File: config.mk
export PLATFORM = sky130hd
export DESIGN_NAME = latch_reg_xcvr
export DESIGN_NICKNAME = d
export VERILOG_FILES = /design/src/rtl/latch_reg_xcvr_pkg.sv /design/src/rtl/xcv_keeper.sv /design/src/rtl/xcv_store.sv /design/src/rtl/latch_reg_xcvr.sv
export SDC_FILE = /design/constraint.sdc
export NUM_CORES = 1
export LEC_CHECK = 0
export BUFFER_PORTS_ARGS = -buffer_cell sky130_fd_sc_hd__buf_4
export CAP_MARGIN = 20
export CORE_MARGIN = 10
export CORE_UTILIZATION = 49
export DETAILED_ROUTE_END_ITERATION = 8
export PLACE_DENSITY = 0.92
export SLEW_MARGIN = 20
export SYNTH_ARGS = -nofsm -noshare
export SYNTH_HDL_FRONTEND = slang
export SYNTH_SLANG_ARGS = --single-unit
File: constraint.sdc
create_clock -name clk -period 1.5 [get_ports clk]
set_clock_uncertainty 0.1 [all_clocks]
set_input_delay 0 -clock clk [delete_from_list [all_inputs] [get_ports clk]]
set_output_delay 0 -clock clk [all_outputs]
set_load 0.05 [all_outputs]
File: src/rtl/latch_reg_xcvr_pkg.sv
package latch_reg_xcvr_pkg;

    localparam int unsigned XCV_WIDTH = 18;

    // control bundle for one transfer direction
    typedef struct packed {
        logic oe_n;
        logic le;
        logic ck;
        logic cke_n;
    } dir_ctl_t;

    typedef enum logic [1:0] {
        ACT_HOLD   = 2'd0,
        ACT_FOLLOW = 2'd1,
        ACT_LOAD   = 2'd2
    } store_act_e;

    // transparency wins over a strobe rise; a disabled strobe holds
    function automatic store_act_e pick_act(input logic le,
                                            input logic rise,
                                            input logic cke_n);
        if (le)
            return ACT_FOLLOW;
        else if (rise && !cke_n)
            return ACT_LOAD;
        else
            return ACT_HOLD;
    endfunction

endpackage

File: src/rtl/xcv_keeper.sv
module xcv_keeper
    #(parameter int unsigned W = 18)
(
    input  logic         clk,
    input  logic         rst,
    input  logic [W-1:0] pin,
    input  logic [W-1:0] flt,
    output logic [W-1:0] res
);

    logic [W-1:0] kept_q;

    for (genvar i = 0; i < W; i++) begin : g_bit
        assign res[i] = flt[i] ? kept_q[i] : pin[i];
    end

    always_ff @(posedge clk) begin
        if (rst)
            kept_q <= '0;
        else
            kept_q <= res;
    end

endmodule

File: src/rtl/xcv_store.sv
module xcv_store
    import latch_reg_xcvr_pkg::*;
    #(parameter int unsigned W = 18)
(
    input  logic         clk,
    input  logic         rst,
    input  logic         ready,
    input  dir_ctl_t     ctl,
    input  logic [W-1:0] src,
    output logic [W-1:0] dst,
    output logic         dst_oe
);

    logic         ck_q;
    logic         rise;
    store_act_e   act;
    logic [W-1:0] word_q;

    // strobe history follows the pin even in reset so no false rise appears
    always_ff @(posedge clk) begin
        ck_q <= ctl.ck;
    end

    assign rise = ctl.ck & ~ck_q;
    assign act  = pick_act(ctl.le, rise, ctl.cke_n);

    always_ff @(posedge clk) begin
        if (rst) begin
            word_q <= '0;
        end else begin
            unique case (act)
                ACT_FOLLOW, ACT_LOAD: word_q <= src;
                default:              word_q <= word_q;
            endcase
        end
    end

    assign dst    = ctl.le ? src : word_q;
    assign dst_oe = ready & ~ctl.oe_n;

endmodule

File: src/rtl/latch_reg_xcvr.sv
module latch_reg_xcvr
    import latch_reg_xcvr_pkg::*;
    #(parameter int unsigned W = XCV_WIDTH)
(
    input  logic         clk,
    input  logic         rst,
    input  logic [W-1:0] a_in,
    input  logic [W-1:0] a_z,
    output logic [W-1:0] a_out,
    output logic         a_oe,
    input  logic [W-1:0] b_in,
    input  logic [W-1:0] b_z,
    output logic [W-1:0] b_out,
    output logic         b_oe,
    input  logic         ab_oe_n,
    input  logic         ab_le,
    input  logic         ab_ck,
    input  logic         ab_cke_n,
    input  logic         ba_oe_n,
    input  logic         ba_le,
    input  logic         ba_ck,
    input  logic         ba_cke_n,
    output logic         contention
);

    dir_ctl_t     ctl_ab;
    dir_ctl_t     ctl_ba;
    logic [W-1:0] a_res;
    logic [W-1:0] b_res;
    logic         ready_q;

    assign ctl_ab = '{oe_n: ab_oe_n, le: ab_le, ck: ab_ck, cke_n: ab_cke_n};
    assign ctl_ba = '{oe_n: ba_oe_n, le: ba_le, ck: ba_ck, cke_n: ba_cke_n};

    // drives stay off until the first edge after reset is released
    always_ff @(posedge clk) begin
        if (rst)
            ready_q <= 1'b0;
        else
            ready_q <= 1'b1;
    end

    xcv_keeper #(.W(W)) u_keep_a (
        .clk (clk),
        .rst (rst),
        .pin (a_in),
        .flt (a_z),
        .res (a_res)
    );

    xcv_keeper #(.W(W)) u_keep_b (
        .clk (clk),
        .rst (rst),
        .pin (b_in),
        .flt (b_z),
        .res (b_res)
    );

    xcv_store #(.W(W)) u_path_ab (
        .clk    (clk),
        .rst    (rst),
        .ready  (ready_q),
        .ctl    (ctl_ab),
        .src    (a_res),
        .dst    (b_out),
        .dst_oe (b_oe)
    );

    xcv_store #(.W(W)) u_path_ba (
        .clk    (clk),
        .rst    (rst),
        .ready  (ready_q),
        .ctl    (ctl_ba),
        .src    (b_res),
        .dst    (a_out),
        .dst_oe (a_oe)
    );

    assign contention = a_oe & b_oe;

endmodule

Yosys cells after proc, flatten, opt, wreduce, memory -nomap -nowiden
Cells that the tools add are included.
Storage, ports and cells
  register bits: 75
  input port bits: 82
  output and inout bits: 39
  logic and storage cells: 69
Cells by class
  eq/ne operators: 4
  multiplexer cells: 43
  bitwise gates (word level): 9
  reductions and logical operators: 6
Operators by type and width (number)
  1-bit two-way mux: 37
  18-bit two-way mux: 2
  2-bit two-way mux: 4
  1-bit AND: 5
  2-bit by 1-bit == test with 1-bit output (second input constant): 2
  2-bit == test (second input constant): 2
  1-bit inverter: 4
  2-bit OR reduction: 2
  1-bit logical AND: 2
  1-bit logical NOT: 2

Longest topological paths before layout
Gate-level depths: netlist of run 1.
  depth after elaboration: 7
  mapped depth: 4
  depth with buffers taken out: 3

Cells and area by module
From an unflattened synthesis of run 1, not the netlist that was laid out.
Second synthesis, totals
  cell total of the unflattened synthesis: 315
  area, all modules: 3733.6 sq um
By module, submodules not included
  xcv_store: instances 2, cells an instance 101, area each 1068.5 sq um, seq. area each 380.4 sq um
  xcv_keeper: instances 2, cells an instance 55, area each 783.3 sq um, seq. area each 360.3 sq um
  latch_reg_xcvr: instances 1, cells an instance 3, area each 30.0 sq um, seq. area each 20.0 sq um

Worst setup path after synthesis of run 1
Ideal clock, no wire load.
  path kind: reg2out
  start: reg ready_q
  end: out contention
  arrival: 1848 ps
  required time: 1400 ps
  path slack: -448 ps
  cell stages (with the launch flop): 3
  path buffers: 0
  path through: dfxtp_1 -> nor2b_1 -> nor2b_1
On the way
  word-level cells in the longest chain between the ends: 2
  elaborated cells between the ends (all ways): 3
  those cells by class: bitwise: 3
Ends and longest elaborated chain
  start, declared: line latch_reg_xcvr.sv:30  | logic ready_q;
  start signal, assigned: line latch_reg_xcvr.sv:38  | ready_q <= 1'b0;
  start signal, assigned: line latch_reg_xcvr.sv:40  | ready_q <= 1'b1;
  1-bit AND: line xcv_store.sv:39  | assign dst_oe = ready & ~ctl.oe_n;
  net a_oe: line latch_reg_xcvr.sv:10  | output logic a_oe,
  1-bit AND: line latch_reg_xcvr.sv:79  | assign contention = a_oe & b_oe;
  end, declared: line latch_reg_xcvr.sv:23  | output logic contention
The timed path passes the listed nets, and every way through them passes these cells.

Worst setup path after layout of run 1
  start: in b_in[9]
  end: reg u_keep_b.kept_q[9]
On the way
  word-level cells in the longest chain between the ends: 1
Ends and longest elaborated chain
  start, declared: line latch_reg_xcvr.sv:11  | input logic [W-1:0] b_in,
  1-bit two-way mux: line xcv_keeper.sv:14  | assign res[i] = flt[i] ? kept_q[i] : pin[i];
  end signal, assigned: line xcv_keeper.sv:21  | kept_q <= res;
  end, declared: line xcv_keeper.sv:11  | logic [W-1:0] kept_q;
Every way passes these cells.
A chain may end at the register's enable or synchronous reset.

==> results of run 1 <==
final timing paths:
kind / from / end / slack [ps] / cells past startpoint
setup / recovery: b_in[9] / u_keep_b.kept_q[9] / 30 / 5
hold / removal: b_z[10] / u_path_ba.word_q[10] / 40 / 4
setup reg to reg: u_keep_b.kept_q[9] / u_keep_b.kept_q[9] / 70 / 3
hold reg to reg: u_path_ab.word_q[6] / u_path_ab.word_q[6] / 510 / 2
cell usage after synthesis (all sizes together):
cell	count	area [um2]
nor2b	39	244
mux2	36	480
inv	1	3.75
buf	12	103
a21oi	38	213
mux2i	36	360
nor2	74	283
dfxtp	75	1500
clkbuf	6	22.5
logic make-up after synthesis:
family / count (synthesis)
AOI/OAI and AO/OA: 38
buffers and inverters: 19
DFF: 75
muxes: 72
and+or+nand+nor: 113
stage by stage:
step                util (%)  instances  setup slack, ps  instance area, um2
floorplan                  -        317             49.7                3220
global placement        65.6        501              166                4160
detailed placement      65.6        501              141                4160
CTS                     80.3        593              108                5100
global route            80.3        594             1.41                5100
finish                  80.3        594             31.0                5100
power groups by stage:
stage / registers (W) / logic [W] / clock network [W]
final: 0.00216 / 0.00131 / 0.00138
after global routing: 0.00217 / 0.00140 / 0.00148
after CTS: 0.00216 / 0.00130 / 0.00140
after detailed placement: 0.00221 / 0.00113 / 0
after global placement: 0.00220 / 0.00111 / 0
after floorplan: 0.00219 / 0.000742 / 0
metal layers:
layer | vias to the layer above | part of all wire, % | track usage, %
met5 | - | 0 | 0
met4 | 0 | 3.2 | 9.11
met3 | 22 | 4.6 | 4.18
met2 | 70 | 56 | 36.2
met1 | 1372 | 37 | 17.9
li1 | 1443 | - | -
layout make-up:
class                   count  area [um2]  share of cell area [%]
well taps                  77        96.3                    1.89
diodes                      1        2.50                  0.0491
flip-flops and latches     75        1500                    29.4
multi-input cells         223        1590                    31.1
repair buffers            201        1740                    34.1
inverters                   1        3.75                  0.0736
clock inverters             2        10.0                   0.196
clock buffers              14         163                    3.19
critical path, delay by kind of cell:
family / cells / cell delay, ps
buffers and inverters: 3 / 1260
muxes: 1 / 210
and+or+nand+nor: 1 / 100
state kept, by name, indices dropped and copies added (netlist names):
| register | flops |
|---|---|
| ready_q | 1 |
| u_keep_b.kept_q | 18 |
| u_path_ab.ck_q | 1 |
| u_keep_a.kept_q | 18 |
| u_path_ba.word_q | 18 |
| u_path_ab.word_q | 18 |
| u_path_ba.ck_q | 1 |
==> impl_metrics.ini, run 1 <==
[run_status]
status = completed

[finish]
final_common_cell = buf_4
fillers = 394
fin_nets = 593
final_cell_mix = 122 x buf_4, 76 x dlygate4sd3_1, 75 x dfxtp_1
synthToLayoutAreaGrowth_pct = 58.8
drive_gt1_share_pct = 34.9

[global_route]
grt_pass1_wl_um = 15500
antenna_found_initial = 1
grt_max_degree = 74
grt_pass1_vias = 3326
track_usage_pct = 18.7
grt-ovfl-total = 0

[routing]
route.vias.total = 2907
drc_errors = 0
drt-vias-per-instance = 4.89
drt_iter0_markers = 92
drt-total-wl_um = 9640
wl_per_cell_um = 16.2
drtPass1Iterations = 4
ant_nets = 0

[floorplanning]
die_y_um = 101
placementRows = 29
io_pins = 121
core_mm2 = 0.00635
dieArea_mm2 = 0.0102
start_util_pct = 50.6
die_x_um = 101

[power]
total_power_w = 0.00486
swShare_pct = 29.7
power_switching_w = 0.00144
power_frac_comb_pct = 27.0
clockPowerShare_pct = 28.4
power.density_mw_per_mm2 = 952
internal-power_w = 0.00341
ir_drop_v = 0.000923
leakage_nw = 2.48
seqPwrFrac_pct = 44.6

[clocking]
cts.path.max_buffers = 2
cts_resized = 0
htree_levels = 3
cts_setup_buffers = 0
cts_made_buffers = 9
cts.hold.buffers_added = 76
insertion_delay_ps = 320
clk_pin_slew_ps = 70
clock-root-buffer = clkbuf_8
clock_sinks = 75
cts_tree = yes

[placement]
dp_hpwl_um = 5990
routabilityCongestion = 0.731
io_buffers = 120

[yosys]
syn_inst = 317
synth_top_family_by_area = multiplexers
yosys.area_share.simple_pct = 16.4
synth-compound-area-share_pct = 6.63
synth.distinct_cells = 14
synth_xor_area_share_pct = 0
netlist_area_mm2 = 0.00321
ys_warn_count = 0
syn-num-nets = 399
synth_adder_area_share_pct = 0
yosysSeqAreaShare_pct = 46.8
avgSynthCellArea_um2 = 10.1
muxShareOfSynthArea_pct = 26.2
ys_ff_latch = 75

[sta]
rsz0062_at_grt = false
finalHoldViolations = 0
period_minus_slack_ps = 1470
fin_crit_sh_pct = 97.9
worst_hold_slack_ps = 40.7
maxSlewHeadroom_pct = 75.3
worst_pin_slew_ps = 370
finalSetupViolations = 0
tns_ps = 0
fmax_mhz = 681
slew_violations = 0

[setup_path]
crit_path_max_fanout = 2
cpMostUsedCell = dlygate4sd3_1
cp_slowest_cell = dlygate4sd3_1
worstPathCellList = dlygate4sd3_1 > buf_4 > mux2i_1 > nor2_1 > dlygate4sd3_1
end_kind = flip-flop
cp-start-kind = primary input
criticalPathCategory = in -> reg
slowest_delay_ps = 580
arrival_ps = 1570
required_ps = 1610

[flow_run]
cap_violations = 0

[hold_path]
min_path_type = in -> reg
Power figures use the tool's default switching activity.
==> inputs of run 2 (changes only) <==
- HOLD_SLACK_MARGIN: unset -> 0.06
==> run 2 against run 1 <==
Net effect:
- global-route usage increased by 1.3 points
- critical path type unchanged
- highest routed layer unchanged
- worst setup slack got worse by 2.0 ps
- count of clock-buffer cells in the layout unchanged
- combinational power increased by 3%
- worst hold slack improved by 34 ps
- utilization increased by 1.7 points
- via count increased by 5.4%
- sequential power about the same
- fmax decreased by 0.14%
- flip-flop and latch count unchanged
- largest power group unchanged
==> impl_metrics.ini, run 2 (synthesized netlist as in run 1, its figures left out) <==
[global_route]
grt_max_degree = 74
grt-ovfl-total = 0
grt_pass1_wl_um = 16400
grt_pass1_vias = 3454
antenna_found_initial = 3
track_usage_pct = 20.0

[setup_path]
required_ps = 1610
end_kind = flip-flop
cp-start-kind = primary input
crit_path_max_fanout = 2
arrival_ps = 1580
criticalPathCategory = in -> reg

[sta]
fmax_mhz = 680
worst_pin_slew_ps = 370
finalHoldViolations = 0
slew_violations = 0
finalSetupViolations = 0
maxSlewHeadroom_pct = 75.3
fin_crit_sh_pct = 98.1
worst_hold_slack_ps = 74.5
period_minus_slack_ps = 1470

[floorplanning]
die_x_um = 101
die_y_um = 101
core_mm2 = 0.00635
dieArea_mm2 = 0.0102
io_pins = 121
placementRows = 29
start_util_pct = 50.6

[finish]
final_common_cell = buf_4
final_cell_mix = 122 x buf_4, 84 x dlygate4sd3_1, 75 x dfxtp_1
instances_no_fill = 606
fin_nets = 601
fillers = 384
drive_gt1_share_pct = 34.7
synthToLayoutAreaGrowth_pct = 62.1

[clocking]
htree_levels = 3
cts_setup_buffers = 0
insertion_delay_ps = 320
cts_made_buffers = 9
cts.path.max_buffers = 2
cts_tree = yes
clk_pin_slew_ps = 70
clock_sinks = 75
clock-root-buffer = clkbuf_8

[placement]
io_buffers = 120
routabilityCongestion = 0.731
post-place-cells = 501
dp_hpwl_um = 5990

[routing]
wl_per_cell_um = 17.3
ant_nets = 0
drtPass1Iterations = 5
route.vias.total = 3063
drt-vias-per-instance = 5.05
drt-total-wl_um = 10500
drc_errors = 0
drt_iter0_markers = 76

[power]
ir_drop_v = 0.000888
power.density_mw_per_mm2 = 941
leakage_nw = 2.46

[run_status]
status = completed

[flow_run]
cap_violations = 0

[hold_path]
min_path_type = in -> reg
[run 2: worst paths after layout]
path                           start              endpoint  slack [ps]  cells after the start
setup / recovery            b_in[17]   u_keep_b.kept_q[17]          30                      5
hold / removal               b_z[15]  u_path_ba.word_q[15]          70                      4
setup reg to reg  u_keep_a.kept_q[8]    u_keep_a.kept_q[8]         110                      3
hold reg to reg   u_keep_b.kept_q[0]    u_keep_b.kept_q[0]         440                      2
[run 2: layer usage]
| metal | GRT usage [%] | vias up | wire (um) |
|---|---|---|---|
| met2 | 36.7 | 121 | 5840 |
| met5 | 0 | - | 0 |
| li1 | - | 1466 | - |
| met1 | 18.7 | 1436 | 3650 |
| met4 | 14.9 | 0 | 497 |
| met3 | 4.53 | 40 | 515 |
[run 2: area by class of cell]
| type | instances | area (um2) | area share (%) |
|---|---|---|---|
| repair buffers | 209 | 1820 | 34.9 |
| multi-input cells | 223 | 1600 | 30.8 |
| flip-flops and latches | 75 | 1500 | 28.8 |
| clock buffers | 14 | 163 | 3.13 |
| well taps | 77 | 96.3 | 1.85 |
| diodes | 5 | 12.5 | 0.240 |
| clock inverters | 2 | 10.0 | 0.192 |
| inverters | 1 | 3.75 | 0.0721 |
[run 2: repair_timing]
item                       4_1_cts  5_1_grt
setup endpoints to repair        0        2
gates resized for setup          0        3
hold buffers                    84        0
hold endpoints to repair        74        0
[run 2: through the flow]
step                TNS, ps  power (W)  instance area, um2  setup slack (ps)  utilization, %
floorplan                 0    0.00293                3220              49.7               -
global placement          0    0.00331                4160               166            65.6
detailed placement        0    0.00334                4160               141            65.6
CTS                       0    0.00488                5180              92.6            81.5
global route          -14.7    0.00508                5200             -13.0            81.9
finish                    0    0.00490                5200              28.9            82.0
[run 2: where the power goes]
group / internal [W] / switching (W)
sequential: 0.00211 / 0.0000545
combinational: 0.000625 / 0.000723
clock: 0.000690 / 0.000690
[run 2: critical path: stages]
cell           delay, ps
dlygate4sd3_1        580
buf_4                150
mux2i_1              160
nor2_1               100
dlygate4sd3_1        580
==> inputs of run 3 (changes only) <==
- clock period: 1.5 -> 1.6 ns (I/O delays scaled with it)
==> run 3 against run 2 <==
Net effect:
- worst setup slack better by 100 ps
- global-route usage shrank 1.0 points
- largest power group unchanged
- highest routed layer unchanged
- sequential power is 6% lower
- critical endpoint is now u_keep_b.kept_q[6]
==> impl_metrics.ini, run 3 (synthesized netlist as in run 1, its figures left out) <==
[run_status]
status = completed

[sta]
fin_crit_sh_pct = 91.9
tns_ps = 0
finalHoldViolations = 0
fmax_mhz = 680
finalSetupViolations = 0
slew_violations = 0
fin_ws_ps = 129
period_minus_slack_ps = 1470
rsz0062_at_grt = false
worst_pin_slew_ps = 413
maxSlewHeadroom_pct = 72.5

[finish]
drive_gt1_share_pct = 36.5
final_cell_mix = 120 x buf_4, 78 x dlygate4sd3_1, 75 x dfxtp_1
synthToLayoutAreaGrowth_pct = 60.2
fillers = 370
post-route-util_pct = 81.0
final_common_cell = buf_4
fin_nets = 593

[global_route]
grt_max_degree = 74
grt_pass1_vias = 3316
grt_pass1_wl_um = 15600
antenna_found_initial = 3
track_usage_pct = 19.0
grt-ovfl-total = 0

[clocking]
cts_made_buffers = 9
htree_levels = 3
cts.path.max_buffers = 2
clock-root-buffer = clkbuf_8
clock_sinks = 75
cts_tree = yes
clk_pin_slew_ps = 80
cts_setup_buffers = 0
insertion_delay_ps = 320

[setup_path]
crit_path_max_fanout = 2
end_kind = flip-flop
arrival_ps = 1580
required_ps = 1710
cp-start-kind = primary input
criticalPathCategory = in -> reg
reg2reg_depth = 3

[power]
total_power_w = 0.00453
ir_drop_v = 0.000765
power.density_mw_per_mm2 = 880
leakage_nw = 2.41

[placement]
routabilityCongestion = 0.714
io_buffers = 120
pre_cts_ws_ps = 223
dp_hpwl_um = 5940

[routing]
drt_iter0_markers = 103
drc_errors = 0
drt-total-wl_um = 10400
ant_nets = 0
route.vias.total = 2993
drt-vias-per-instance = 5.03
wl_per_cell_um = 17.4
drtPass1Iterations = 4

[floorplanning]
io_pins = 121
placementRows = 29
dieArea_mm2 = 0.0102
die_y_um = 101
start_util_pct = 50.6
die_x_um = 101
core_mm2 = 0.00635

[flow_run]
cap_violations = 0

[hold_path]
hold_path_depth = 4
min_path_type = in -> reg
run 3: metrics by stage:
| step | std cells | hold slack, ps | instance area, um2 |
|---|---|---|---|
| floorplan | 317 | -72.3 | 3220 |
| global placement | 499 | 36.0 | 4150 |
| detailed placement | 499 | 40.8 | 4150 |
| CTS | 592 | 65.9 | 5090 |
| global route | 595 | 83.5 | 5140 |
| finish | 595 | 76.9 | 5140 |
run 3: path summary, 6_finish.rpt:
path                       startpoint             endpoint  slack [ps]
setup / recovery               b_z[6]   u_keep_b.kept_q[6]         130
hold / removal                 b_z[1]  u_path_ba.word_q[1]          80
setup reg to reg   u_keep_b.kept_q[6]   u_keep_b.kept_q[6]         170
hold reg to reg   u_keep_a.kept_q[16]  u_keep_a.kept_q[16]         450
run 3: layout make-up:
| type | count | area, um2 | share of cell area [%] |
|---|---|---|---|
| inverters | 1 | 3.75 | 0.0730 |
| multi-input cells | 223 | 1630 | 31.7 |
| flip-flops and latches | 75 | 1500 | 29.2 |
| clock inverters | 3 | 15.0 | 0.292 |
| well taps | 77 | 96.3 | 1.87 |
| diodes | 3 | 7.51 | 0.146 |
| clock buffers | 12 | 145 | 2.82 |
| repair buffers | 201 | 1740 | 33.9 |
run 3: power breakdown:
group | switching, W | internal [W] | total [W]
Combinational | 0.000679 | 0.000582 | 0.00126
Clock | 0.000643 | 0.000592 | 0.00124
Sequential | 0.0000496 | 0.00198 | 0.00203
Total | 0.00137 | 0.00316 | 0.00453
run 3: layer usage:
layer / share of wire, % / wire [um] / vias to the layer above / track usage, %
li1: - / - / 1446 / -
met3: 4.6 / 482 / 26 / 4.46
met2: 57 / 5920 / 90 / 36.6
met1: 35 / 3650 / 1431 / 17.8
met5: 0 / 0 / - / 0
met4: 3.1 / 318 / 0 / 10.2
run 3: repair_timing:
item	CTS	global route
hold buffers	78	11
hold endpoints to repair	72	11
gates resized for setup	0	11
endpoints found under the setup margin	0	11
run 3: critical path: stages:
cell and delay [ps]:
dlygate4sd3_1 530, buf_4 110, mux2i_1 270, nor2_1 100, dlygate4sd3_1 570
